===== src/rtl/br_eval_pkg.sv =====
// Package br_eval_pkg
// Shared condition-code encoding and flag bundle for the branch evaluator.
// Assumes a 4-bit condition field whose low bit inverts the predicate
// chosen by the upper bits.
package br_eval_pkg;

    typedef enum logic [3:0] {
        BRC_ALWAYS  = 4'd0,
        BRC_NEVER   = 4'd1,
        BRC_UHI     = 4'd2,
        BRC_ULS     = 4'd3,
        BRC_UHS     = 4'd4,
        BRC_ULO     = 4'd5,
        BRC_NE      = 4'd6,
        BRC_EQ      = 4'd7,
        BRC_VCLR    = 4'd8,
        BRC_VSET    = 4'd9,
        BRC_PLUS    = 4'd10,
        BRC_MINUS   = 4'd11,
        BRC_SGE     = 4'd12,
        BRC_SLT     = 4'd13,
        BRC_SGT     = 4'd14,
        BRC_SLE     = 4'd15
    } brc_code_e;

    typedef struct packed {
        logic n;
        logic z;
        logic v;
        logic c;
    } brc_flags_t;

    localparam int unsigned BRC_CODE_W = 4;

endpackage


===== src/rtl/br_flag_tests.sv =====
// Module br_flag_tests
// Computes the eight base predicates, one for each complementary code pair.
// Slot k holds the predicate of even code 2k. Purely combinational.
// Assumes NUM_PRED is 8; extra slots read as 0.
module br_flag_tests
    import br_eval_pkg::*;
#(
    parameter int unsigned NUM_PRED = 8
) (
    input  brc_flags_t          flags_i,
    output logic [NUM_PRED-1:0] pred_o
);

    logic sgn_mismatch;

    // Signed-ordering term shared by the signed tests.
    always_comb sgn_mismatch = flags_i.n ^ flags_i.v;

    // Fill each base-predicate slot from the flags.
    always_comb begin
        pred_o = '0;
        for (int k = 0; k < int'(NUM_PRED); k++) begin
            unique case (k)
                0: pred_o[k] = 1'b1;
                1: pred_o[k] = ~(flags_i.c | flags_i.z);
                2: pred_o[k] = ~flags_i.c;
                3: pred_o[k] = ~flags_i.z;
                4: pred_o[k] = ~flags_i.v;
                5: pred_o[k] = ~flags_i.n;
                6: pred_o[k] = ~sgn_mismatch;
                7: pred_o[k] = ~(flags_i.z | sgn_mismatch);
                default: pred_o[k] = 1'b0;
            endcase
        end
    end

    // Cross-slot consistency checks.
    always_comb begin
        AST_SGT_WITHIN_SGE: assert (!(pred_o[7] && !pred_o[6]));
        AST_UHI_WITHIN_UHS: assert (!(pred_o[1] && !pred_o[2]));
        AST_UHI_NEEDS_NE:   assert (!(pred_o[1] && !pred_o[3]));
    end

endmodule


===== src/rtl/br_cond_select.sv =====
// Module br_cond_select
// Picks the base predicate addressed by the upper code bits and inverts it
// when the code's low bit is set. Purely combinational.
// Assumes the predicate vector is ordered as in br_flag_tests.
module br_cond_select
    import br_eval_pkg::*;
#(
    parameter int unsigned CODE_W = BRC_CODE_W,
    localparam int unsigned NUM_PRED = 2 ** (CODE_W - 1)
) (
    input  logic [CODE_W-1:0]   code_i,
    input  logic [NUM_PRED-1:0] pred_i,
    input  brc_flags_t          flags_i,
    output logic                taken_o
);

    logic chosen;

    // Select the pair predicate by the upper code bits.
    always_comb chosen = pred_i[code_i[CODE_W-1:1]];

    // Apply the pair inversion bit.
    always_comb taken_o = chosen ^ code_i[0];

    // Decisions checked against the raw flags.
    always_comb begin
        AST_ALWAYS_TAKEN: assert (!(code_i == CODE_W'(BRC_ALWAYS)) || taken_o);
        AST_NEVER_IDLE:   assert (!(code_i == CODE_W'(BRC_NEVER)) || !taken_o);
        AST_EQ_NEEDS_Z:   assert (!(code_i == CODE_W'(BRC_EQ) && taken_o) || flags_i.z);
        AST_SGT_NO_Z:     assert (!(code_i == CODE_W'(BRC_SGT) && taken_o) || !flags_i.z);
        AST_ULO_NEEDS_C:  assert (!(code_i == CODE_W'(BRC_ULO) && taken_o) || flags_i.c);
    end

endmodule


===== src/rtl/br_target_calc.sv =====
// Module br_target_calc
// Forms the fall-through address (branch address plus instruction length)
// and the target (fall-through plus sign-extended displacement). Addresses
// wrap at 2**ADDR_W. Assumes ADDR_W > OFS_W.
module br_target_calc #(
    parameter int unsigned ADDR_W = 16,
    parameter int unsigned OFS_W  = 8,
    parameter int unsigned BR_LEN = 2,
    localparam int unsigned EXT_W = ADDR_W - OFS_W
) (
    input  logic [ADDR_W-1:0] pc_i,
    input  logic [OFS_W-1:0]  offset_i,
    output logic [ADDR_W-1:0] fallthru_o,
    output logic [ADDR_W-1:0] target_o
);

    logic [ADDR_W-1:0] ofs_ext;

    // Step past the branch instruction.
    always_comb fallthru_o = pc_i + ADDR_W'(BR_LEN);

    // Sign-extend the displacement to address width.
    always_comb ofs_ext = {{EXT_W{offset_i[OFS_W-1]}}, offset_i};

    // Add the displacement with modular wrap.
    always_comb target_o = fallthru_o + ofs_ext;

    // Distance relations between the two addresses.
    always_comb begin
        AST_ZERO_OFS_SAME: assert (!(offset_i == '0) || target_o == fallthru_o);
        AST_SELF_LOOP:     assert (!(offset_i == OFS_W'(-BR_LEN)) || target_o == pc_i);
    end

endmodule


===== src/rtl/br_eval.sv =====
// Module br_eval
// Top of the conditional branch evaluator. It decides taken or not-taken
// from the condition code and flags, computes the fall-through and target
// addresses, and selects the next program counter. Fully combinational:
// no clock and no reset, and no flags are written.
module br_eval
    import br_eval_pkg::*;
#(
    parameter int unsigned ADDR_W = 16,
    parameter int unsigned OFS_W  = 8,
    parameter int unsigned BR_LEN = 2,
    localparam int unsigned CODE_W   = BRC_CODE_W,
    localparam int unsigned NUM_PRED = 2 ** (CODE_W - 1)
) (
    input  logic [CODE_W-1:0] cond_i,
    input  logic              flag_n_i,
    input  logic              flag_z_i,
    input  logic              flag_v_i,
    input  logic              flag_c_i,
    input  logic [ADDR_W-1:0] pc_i,
    input  logic [OFS_W-1:0]  offset_i,
    output logic              taken_o,
    output logic [ADDR_W-1:0] fallthru_o,
    output logic [ADDR_W-1:0] target_o,
    output logic [ADDR_W-1:0] next_pc_o
);

    brc_flags_t          flags;
    logic [NUM_PRED-1:0] pred;

    // Bundle the flag pins.
    always_comb flags = '{n: flag_n_i, z: flag_z_i, v: flag_v_i, c: flag_c_i};

    br_flag_tests #(
        .NUM_PRED (NUM_PRED)
    ) u_tests (
        .flags_i (flags),
        .pred_o  (pred)
    );

    br_cond_select #(
        .CODE_W (CODE_W)
    ) u_select (
        .code_i  (cond_i),
        .pred_i  (pred),
        .flags_i (flags),
        .taken_o (taken_o)
    );

    br_target_calc #(
        .ADDR_W (ADDR_W),
        .OFS_W  (OFS_W),
        .BR_LEN (BR_LEN)
    ) u_target (
        .pc_i       (pc_i),
        .offset_i   (offset_i),
        .fallthru_o (fallthru_o),
        .target_o   (target_o)
    );

    // Choose where fetch continues.
    always_comb next_pc_o = taken_o ? target_o : fallthru_o;

    // Next-PC relations across submodules.
    always_comb begin
        AST_NEXT_IN_SET:   assert (next_pc_o == target_o || next_pc_o == fallthru_o);
        AST_NEVER_FALLS:   assert (!(cond_i == CODE_W'(BRC_NEVER)) || next_pc_o == fallthru_o);
        AST_ALWAYS_JUMPS:  assert (!(cond_i == CODE_W'(BRC_ALWAYS)) || next_pc_o == target_o);
    end

endmodule


===== config.mk =====
export PLATFORM = sky130hd
export DESIGN_NAME = br_eval
export DESIGN_NICKNAME = d
export VERILOG_FILES = /design/src/rtl/br_eval_pkg.sv /design/src/rtl/br_flag_tests.sv /design/src/rtl/br_cond_select.sv /design/src/rtl/br_target_calc.sv /design/src/rtl/br_eval.sv
export SDC_FILE = /design/constraint.sdc
export NUM_CORES = 1
export LEC_CHECK = 0
export CAP_MARGIN = 20
export CORE_UTILIZATION = 40
export DETAILED_ROUTE_END_ITERATION = 6
export GPL_TIMING_DRIVEN = 0
export PLACE_DENSITY = 0.85
export SLEW_MARGIN = 20
export SYNTH_ARGS = -nofsm -noshare
export SYNTH_HDL_FRONTEND = slang
export SYNTH_HIERARCHICAL = 1
export SYNTH_SLANG_ARGS = --single-unit

===== constraint.sdc =====
create_clock -name vclk -period 5.7
set_clock_uncertainty 0.05 [all_clocks]
set_input_delay 1.71 -clock vclk [all_inputs]
set_output_delay 1.71 -clock vclk [all_outputs]
set_load 0.01 [all_outputs]

==> key figures, run 1 <==
Placement
  – PortBufs: 80
  – HPWL Detailed: 3360 um
  – Post-placement cell count: around 290
  – Routability cong.: ~0.8

Yosys
  – Share of the synthesized area in the top cell type: 0.173
  – Synth Warn #: 6
  – Mean Syn Cell Area: roughly 8 um2
  – Register area share after synthesis: 0
  – Synth Area in Adders: 0.187
  – Top post-synthesis cells by count: xnor2_1, ha_1, a21oi_1
  – Post-synth cell types: 46
  – Count leader, synth: xnor2_1
  – Compound-Gate Fraction of Synth Area: 0.169
  – Post-Syn Nets: around 220
  – Post-synth top area cell: ha_1
  – Largest family of logic cells by synthesized area: multiplexers
  – Ranking of synthesized cells by area: ha_1, xnor2_1, mux2_4
  – Synth Cell Area: roughly 1400 um2
  – Cell count after synthesis: approximately 170
  – Post-Synth XOR/XNOR Area: 0.190
  – Fraction of the mapped netlist area in simple logic gates: 0.177
  – Mux share of post-synthesis cell area: 0.204

Clock tree
  – CTS-repair resized insts: between 200 and 250
  – CTS Hold Bufs: 0
  – Post-CTS setup buffer count: 46

Outcome
  – Stopped at: 4_1_cts
  – Status: stopped before the end
  – Error message: [ERROR DPL-0033] detailed placement checks failed during check placement.

Floorplanning
  – Site Rows: 20
  – Die Width: about 61 um
  – Top Ports: 81
  – Initial Utilization: 0.436
  – Chip height: about 61 um
[cell families after synthesis]
group                    count (synthesis)
AO/OA/AOI/OAI                           37
other                                    1
multiplexers                            21
buffers and inverters                   17
adder cells (fa/ha/maj)                 20
XOR/XNOR                                29
AND/OR/NAND/NOR                         44
[stage by stage]
| step | util | setup WS, ns | hold WS (ns) | TNS (ns) | cell area, um2 |
|---|---|---|---|---|---|
| floorplan | - | -0.0137 | 3.44 | -0.0221 | 1490 |
| global placement | 0.743 | -1.17 | 4.41 | -20.13 | 2340 |
| detailed placement | 0.743 | -1.24 | 4.41 | -21.47 | 2340 |
==> run 2, diff against run 1 <==
CORE_UTILIZATION = 35   (was 40)
PLACE_DENSITY = unset   (was 0.85)
PLACE_DENSITY_LB_ADDON = 0.15   (was unset)
==> key figures, run 2 <==
Outcome
  – Status: finished with violations (was stopped before the end)
  – Violated checks: setup timing

Yosys
  – Fraction of the mapped netlist area in simple logic gates: 0.177 (unchanged)
  – Mean Syn Cell Area: 8.14 um2 (unchanged)
  – Synth Area in Adders: 0.187 (unchanged)
  – Register area share after synthesis: 0 (unchanged)
  – Synth Cell Area: 1380 um2 (unchanged)
  – Ranking of synthesized cells by area: ha_1, xnor2_1, mux2_4 (unchanged)
  – Top post-synthesis cells by count: xnor2_1, ha_1, a21oi_1 (unchanged)
  – Mux share of post-synthesis cell area: 0.204 (unchanged)
  – Largest family of logic cells by synthesized area: multiplexers (unchanged)
  – Post-Synth XOR/XNOR Area: 0.190 (unchanged)
  – Post-synth top area cell: ha_1 (unchanged)
  – Cell count after synthesis: 169 (unchanged)
  – Share of the synthesized area in the top cell type: 0.173 (unchanged)
  – Compound-Gate Fraction of Synth Area: 0.169 (unchanged)
  – Post-synth cell types: 46 (unchanged)
  – Synth Warn #: 6 (unchanged)
  – Post-Syn Nets: 221 (unchanged)
  – Count leader, synth: xnor2_1 (unchanged)

Route
  – Vias per inst: between 5 and 6
  – Routed via count: approximately 1.8k
  – Pre-antenna DRT Iters: 4
  – Iteration-0 DRC Markers: between 70 and 80
  – DRC Markers: 0
  – DRT antenna net count: 0
  – Routed len/inst: ~16 um
  – Routed wire length: 5370 um

Global routing
  – First-pass GRT wire length: between 8000 and 9000 um
  – Largest net degree at the start of global routing: 12
  – Global-route usage over all layers: 0.245
  – GRT overflow: 0
  – Vias in the first global route: 1760
  – Number of antenna violations at the first check in global routing: 0

Floorplanning
  – Core ar.: roughly 3700 um2
  – Site Rows: 22 (was 20)
  – Initial Utilization: 0.370 (was 0.436)
  – Top Ports: 81 (unchanged)
  – Die Width: 64.7 um (was 60.6 um)
  – Chip height: 64.7 um (was 60.6 um)
  – Die ar.: between 4000 and 5000 um2

Final layout
  – Fin area: just over 3000 um2
  – Multi-input combinational cell area: 1810 um2
  – Syn-to-layout area delta: 123%
  – Sequential cell count: 0
  – Final core utilization: 0.826
  – CLK BUF: 0
  – Commonest non-fill, non-tap cell in the layout: buf_4
  – Fin cells: 340
  – Most frequent cells in the layout: buf_4, clkdlybuf4s50_1, buf_2
  – Storage cell area: 0 um2
  – Layout net count: between 300 and 400
  – Filler cells: 232
  – Share of cells above drive strength 1: 0.568
  – N_diodes: 0

Placement
  – PortBufs: 80 (unchanged)
  – HPWL Detailed: 3280 um (was 3360 um)
  – Routability cong.: 0.778 (was 0.803)
  – DP Area: 2350 um2 (was 2340 um2)
  – Post-placement cell count: 297 (was 293)
  – Worst slack, placed: -1.27 ns (was -1.24 ns)

Min path
  – Hold Crit Class: in2out
  – Min-Delay Path Depth: 4
  – WHS Endpoint: next_pc_o[7]
  – Hold Path Origin: pc_i[7]

STA
  – Final Critical Period: ~6 ns
  – Final Setup Violations: 11
  – Setup_tns: -1.33 ns
  – Final period util: 1.04
  – Final Hold Viols: 0
  – RSZ-0062 raised after global routing: yes
  – Highest clock rate: roughly 170 MHz
  – Hold WS: 3.84 ns
  – Setup ws final: -0.252 ns
  – Final Max Tran Viols: 0

Pwr
  – Power Total: approximately 500 uW
  – Static Leak: ~1.4 nW
  – Max IR drop VDD: 139 uV
  – Power Density: 162 nW/um2

Run
  – Max-cap viol count: 0

Worst setup path
  – Worst Setup End Kind: output port
  – CP required: 3.94 ns
  – Crit path max fanout: 5
  – Critical path arrival: approximately 4.2 ns
  – CP Launch Type: input port
  – Kind of critical path: in2out

Clock tree
  – CTS Hold Bufs: 0 (unchanged)
-- run 2: cell counts after synthesis --
Identical to the previous run, type by type.
-- run 2: final cells by class --
class | count | share of cell area
Multi-Input combinational cell | 152 | 0.590
Timing Repair Buffer | 123 | 0.359
Tap cell | 48 | 0.0196
Buffer | 5 | 0.0167
Inverter | 12 | 0.0147
-- run 2: kinds of logic after synthesis --
family	count (synthesis)
simple gates	44
compound gates	37
xor+xnor	29
mux	21
fa+ha+maj	20
buf+inv	17
other cells	1
-- run 2: critical path: stages --
cell      delay [ns]
buf_8           0.07
and3_4          0.18
and3_4          0.18
and2_4          0.17
nand4_1         0.13
xnor2_2         0.17
buf_4           0.16
ha_4            0.31
and3_4          0.20
and3_4          0.19
a31oi_4         0.03
nor4bb_4        0.16
buf_4           0.14
mux2_4          0.26
buf_6           0.12
-- run 2: power breakdown --
part           total [mW]  internal (mW)  switching [mW]
combinational       0.497          0.283           0.215
sequential              0              0               0
clock                   0              0               0
total               0.497          0.283           0.215
-- run 2: how the worst max path moves through the flow --
stage	start	slack (ns)	to	depth (start not counted)
after floorplan	pc_i[3]	-0.01	next_pc_o[13]	11
after global placement	pc_i[1]	-1.25	next_pc_o[13]	12
after detailed placement	pc_i[1]	-1.27	next_pc_o[14]	13
after CTS	pc_i[3]	-0.17	next_pc_o[13]	15
after global routing	pc_i[3]	-0.35	next_pc_o[15]	14
final	pc_i[3]	-0.25	next_pc_o[13]	15
-- run 2: metal layers --
metal	GRT usage	share of wire	vias to the layer above
met4	0.0333	0.016	0
met3	0.0194	0.052	10
met5	0	0	-
met1	0.294	0.40	855
met2	0.476	0.53	71
li1	-	-	866
-- run 2: what timing repair did --
action	in CTS	in global routing
setup endpoints to repair	30	26
pin swaps	42	15
cloned	1	0
buffers inserted	35	8
resized for setup	208	25
Note: power is estimated with default switching activity, not from simulation.
==> run 3, diff against run 2 <==
CORE_UTILIZATION = 30   (was 35)
SLEW_MARGIN = 40   (was 20)
==> key figures, run 3 (synthesized netlist as in run 2, its figures left out) <==
STA
  – Hold WS: 4.03 ns (was 3.84 ns)
  – Relative slew slack: 0.653
  – Highest clock rate: 166 MHz (was 168 MHz)
  – Final Max Tran Viols: 0 (unchanged)
  – Final Setup Violations: 11 (unchanged)
  – Final period util: 1.06 (was 1.04)
  – RSZ-0062 raised after global routing: yes (unchanged)
  – Worst-Margin Slew: around 0.52 ns
  – Final Hold Viols: 0 (unchanged)
  – Final Critical Period: 6.02 ns (was 5.95 ns)
  – Setup ws final: -0.320 ns (was -0.252 ns)

Placement
  – Post-placement cell count: 301 (was 297)
  – Routability cong.: 0.804 (was 0.778)
  – HPWL Detailed: 3220 um (was 3280 um)
  – PortBufs: 80 (unchanged)

Floorplanning
  – Chip height: 69.7 um (was 64.7 um)
  – Site Rows: 24 (was 22)
  – Top Ports: 81 (unchanged)
  – Initial Utilization: 0.314 (was 0.370)
  – Die ar.: 4860 um2 (was 4180 um2)
  – Core ar.: 4380 um2 (was 3720 um2)
  – Die Width: 69.7 um (was 64.7 um)

Route
  – Vias per inst: 5.07 (was 5.30)
  – DRC Markers: 0 (unchanged)
  – Pre-antenna DRT Iters: 4 (unchanged)
  – Iteration-0 DRC Markers: 40 (was 78)
  – Routed wire length: 5640 um (was 5370 um)
  – Routed len/inst: 15.7 um (was 15.8 um)
  – Routed via count: 1819 (was 1802)
  – DRT antenna net count: 0 (unchanged)

Pwr
  – Power Density: 156 nW/um2 (was 162 nW/um2)
  – Static Leak: 1.48 nW (was 1.38 nW)
  – Power Total: 509 uW (was 497 uW)
  – Max IR drop VDD: 102 uV (was 139 uV)

Worst setup path
  – CP Launch Type: input port (unchanged)
  – Buf/Inv on CP: 4 (unchanged)
  – Critical path arrival: 4.26 ns (was 4.19 ns)
  – Worst stage delay on the critical path: 0.28 ns (was 0.31 ns)
  – Slowest-stage cell, CP: mux2_4 (was ha_4)
  – Crit path max fanout: 4 (was 5)
  – CP required: 3.94 ns (about the same)
  – Crit-path cells: buf_8 -> and3_4 -> and3_4 -> and2_4 -> nand4_1 -> xnor2_2 -> buf_4 -> ha_4 -> buf_6 -> a21o_1 -> o221ai_2 -> o311a_1 -> o311ai_2 -> mux2_4 -> buf_6 (was buf_8 -> and3_4 -> and3_4 -> and2_4 -> nand4_1 -> xnor2_2 -> buf_4 -> ha_4 -> and3_4 -> and3_4 -> a31oi_4 -> nor4bb_4 -> buf_4 -> mux2_4 -> buf_6)
  – Kind of critical path: in2out (unchanged)
  – Worst Setup End Kind: output port (unchanged)
  – CP top delay family: compound AO/OA/AOI/OAI gates (was simple AND/OR/NAND/NOR gates)

Global routing
  – Global-route usage over all layers: 0.200 (was 0.245)
  – First-pass GRT wire length: 8070 um (was 8250 um)
  – GRT overflow: 0 (unchanged)
  – Number of antenna violations at the first check in global routing: 0 (unchanged)
  – Largest net degree at the start of global routing: 12 (unchanged)
  – Vias in the first global route: 1782 (was 1760)

Run
  – Max-cap viol count: 0 (unchanged)

Final layout
  – Layout net count: 361 (was 346)
  – CLK BUF: 0 (unchanged)
  – Syn-to-layout area delta: 137% (was 123%)
  – Share of cells above drive strength 1: 0.599 (was 0.568)
  – Fin cells: 359 (was 340)
  – Multi-input combinational cell area: 1860 um2 (was 1810 um2)
  – Most frequent cells in the layout: buf_4, clkdlybuf4s50_1, buf_6 (was buf_4, clkdlybuf4s50_1, buf_2)
  – Sequential cell count: 0 (unchanged)
  – N_diodes: 0 (unchanged)
  – Storage cell area: 0 um2 (unchanged)
  – Commonest non-fill, non-tap cell in the layout: buf_4 (unchanged)
  – Final core utilization: 0.744 (was 0.826)
  – Filler cells: 310 (was 232)

Min path
  – WHS Endpoint: next_pc_o[2] (was next_pc_o[7])
  – Min-Delay Path Depth: 4 (unchanged)
  – Hold Crit Class: in2out (unchanged)
  – Hold Path Origin: pc_i[2] (was pc_i[7])

Outcome
  – Violated checks: setup timing (unchanged)
  – Status: finished with violations (unchanged)
run 3: what timing repair did:
item / 4_1_cts / 5_1_grt
setup buffers: 46 / 13
hold buffers: 0 / 0
gates resized for setup: 189 / 48
gates cloned: 0 / 0
pin swaps: 49 / 28
endpoints found under the setup margin: 30 / 17
run 3: final cells by class:
cell class                      count  share of cell area
Multi-Input combinational cell    152               0.570
Timing Repair Buffer              138               0.381
Tap cell                           52              0.0200
Buffer                              5              0.0157
Inverter                           12              0.0138
run 3: worst min-delay path: cells and delay by family:
family                   cells  cell delay (ns)
adder cells (fa/ha/maj)      1             0.15
buffers and inverters        2             0.37
multiplexers                 1             0.13
run 3: worst max path at each step:
stage	start	end	slack, ns	cells past startpoint
after floorplan	pc_i[3]	next_pc_o[13]	-0.01	11
after global placement	pc_i[1]	next_pc_o[13]	-1.24	12
after detailed placement	pc_i[1]	next_pc_o[13]	-1.26	12
after CTS	pc_i[3]	next_pc_o[15]	-0.26	15
after global routing	pc_i[8]	next_pc_o[15]	-0.40	14
final	pc_i[3]	next_pc_o[14]	-0.32	15
run 3: where the power goes:
group,internal (mW),switching [mW]
Clock,0,0
Sequential,0,0
Combinational,0.293,0.215
Total,0.293,0.215
run 3: metrics by stage:
step	setup WS [ns]	setup TNS, ns	instance area [um2]
5_1_grt	-0.405	-2.48	3260
4_1_cts	-0.260	-1.04	3000
2_1_floorplan	-0.0137	-0.0221	1490
3_5_place_dp	-1.26	-22.25	2350
6_report	-0.320	-1.49	3260
3_3_place_gp	-1.24	-21.72	2350
run 3: layer usage:
metal | GRT usage | up-vias | share of wire | routed length (um)
met1 | 0.233 | 866 | 0.39 | 2190
met4 | 0.0111 | 0 | 0.0041 | 23
met5 | 0 | - | 0 | 0
met3 | 0.0203 | 2 | 0.046 | 261
li1 | - | 893 | - | -
met2 | 0.403 | 58 | 0.56 | 3160
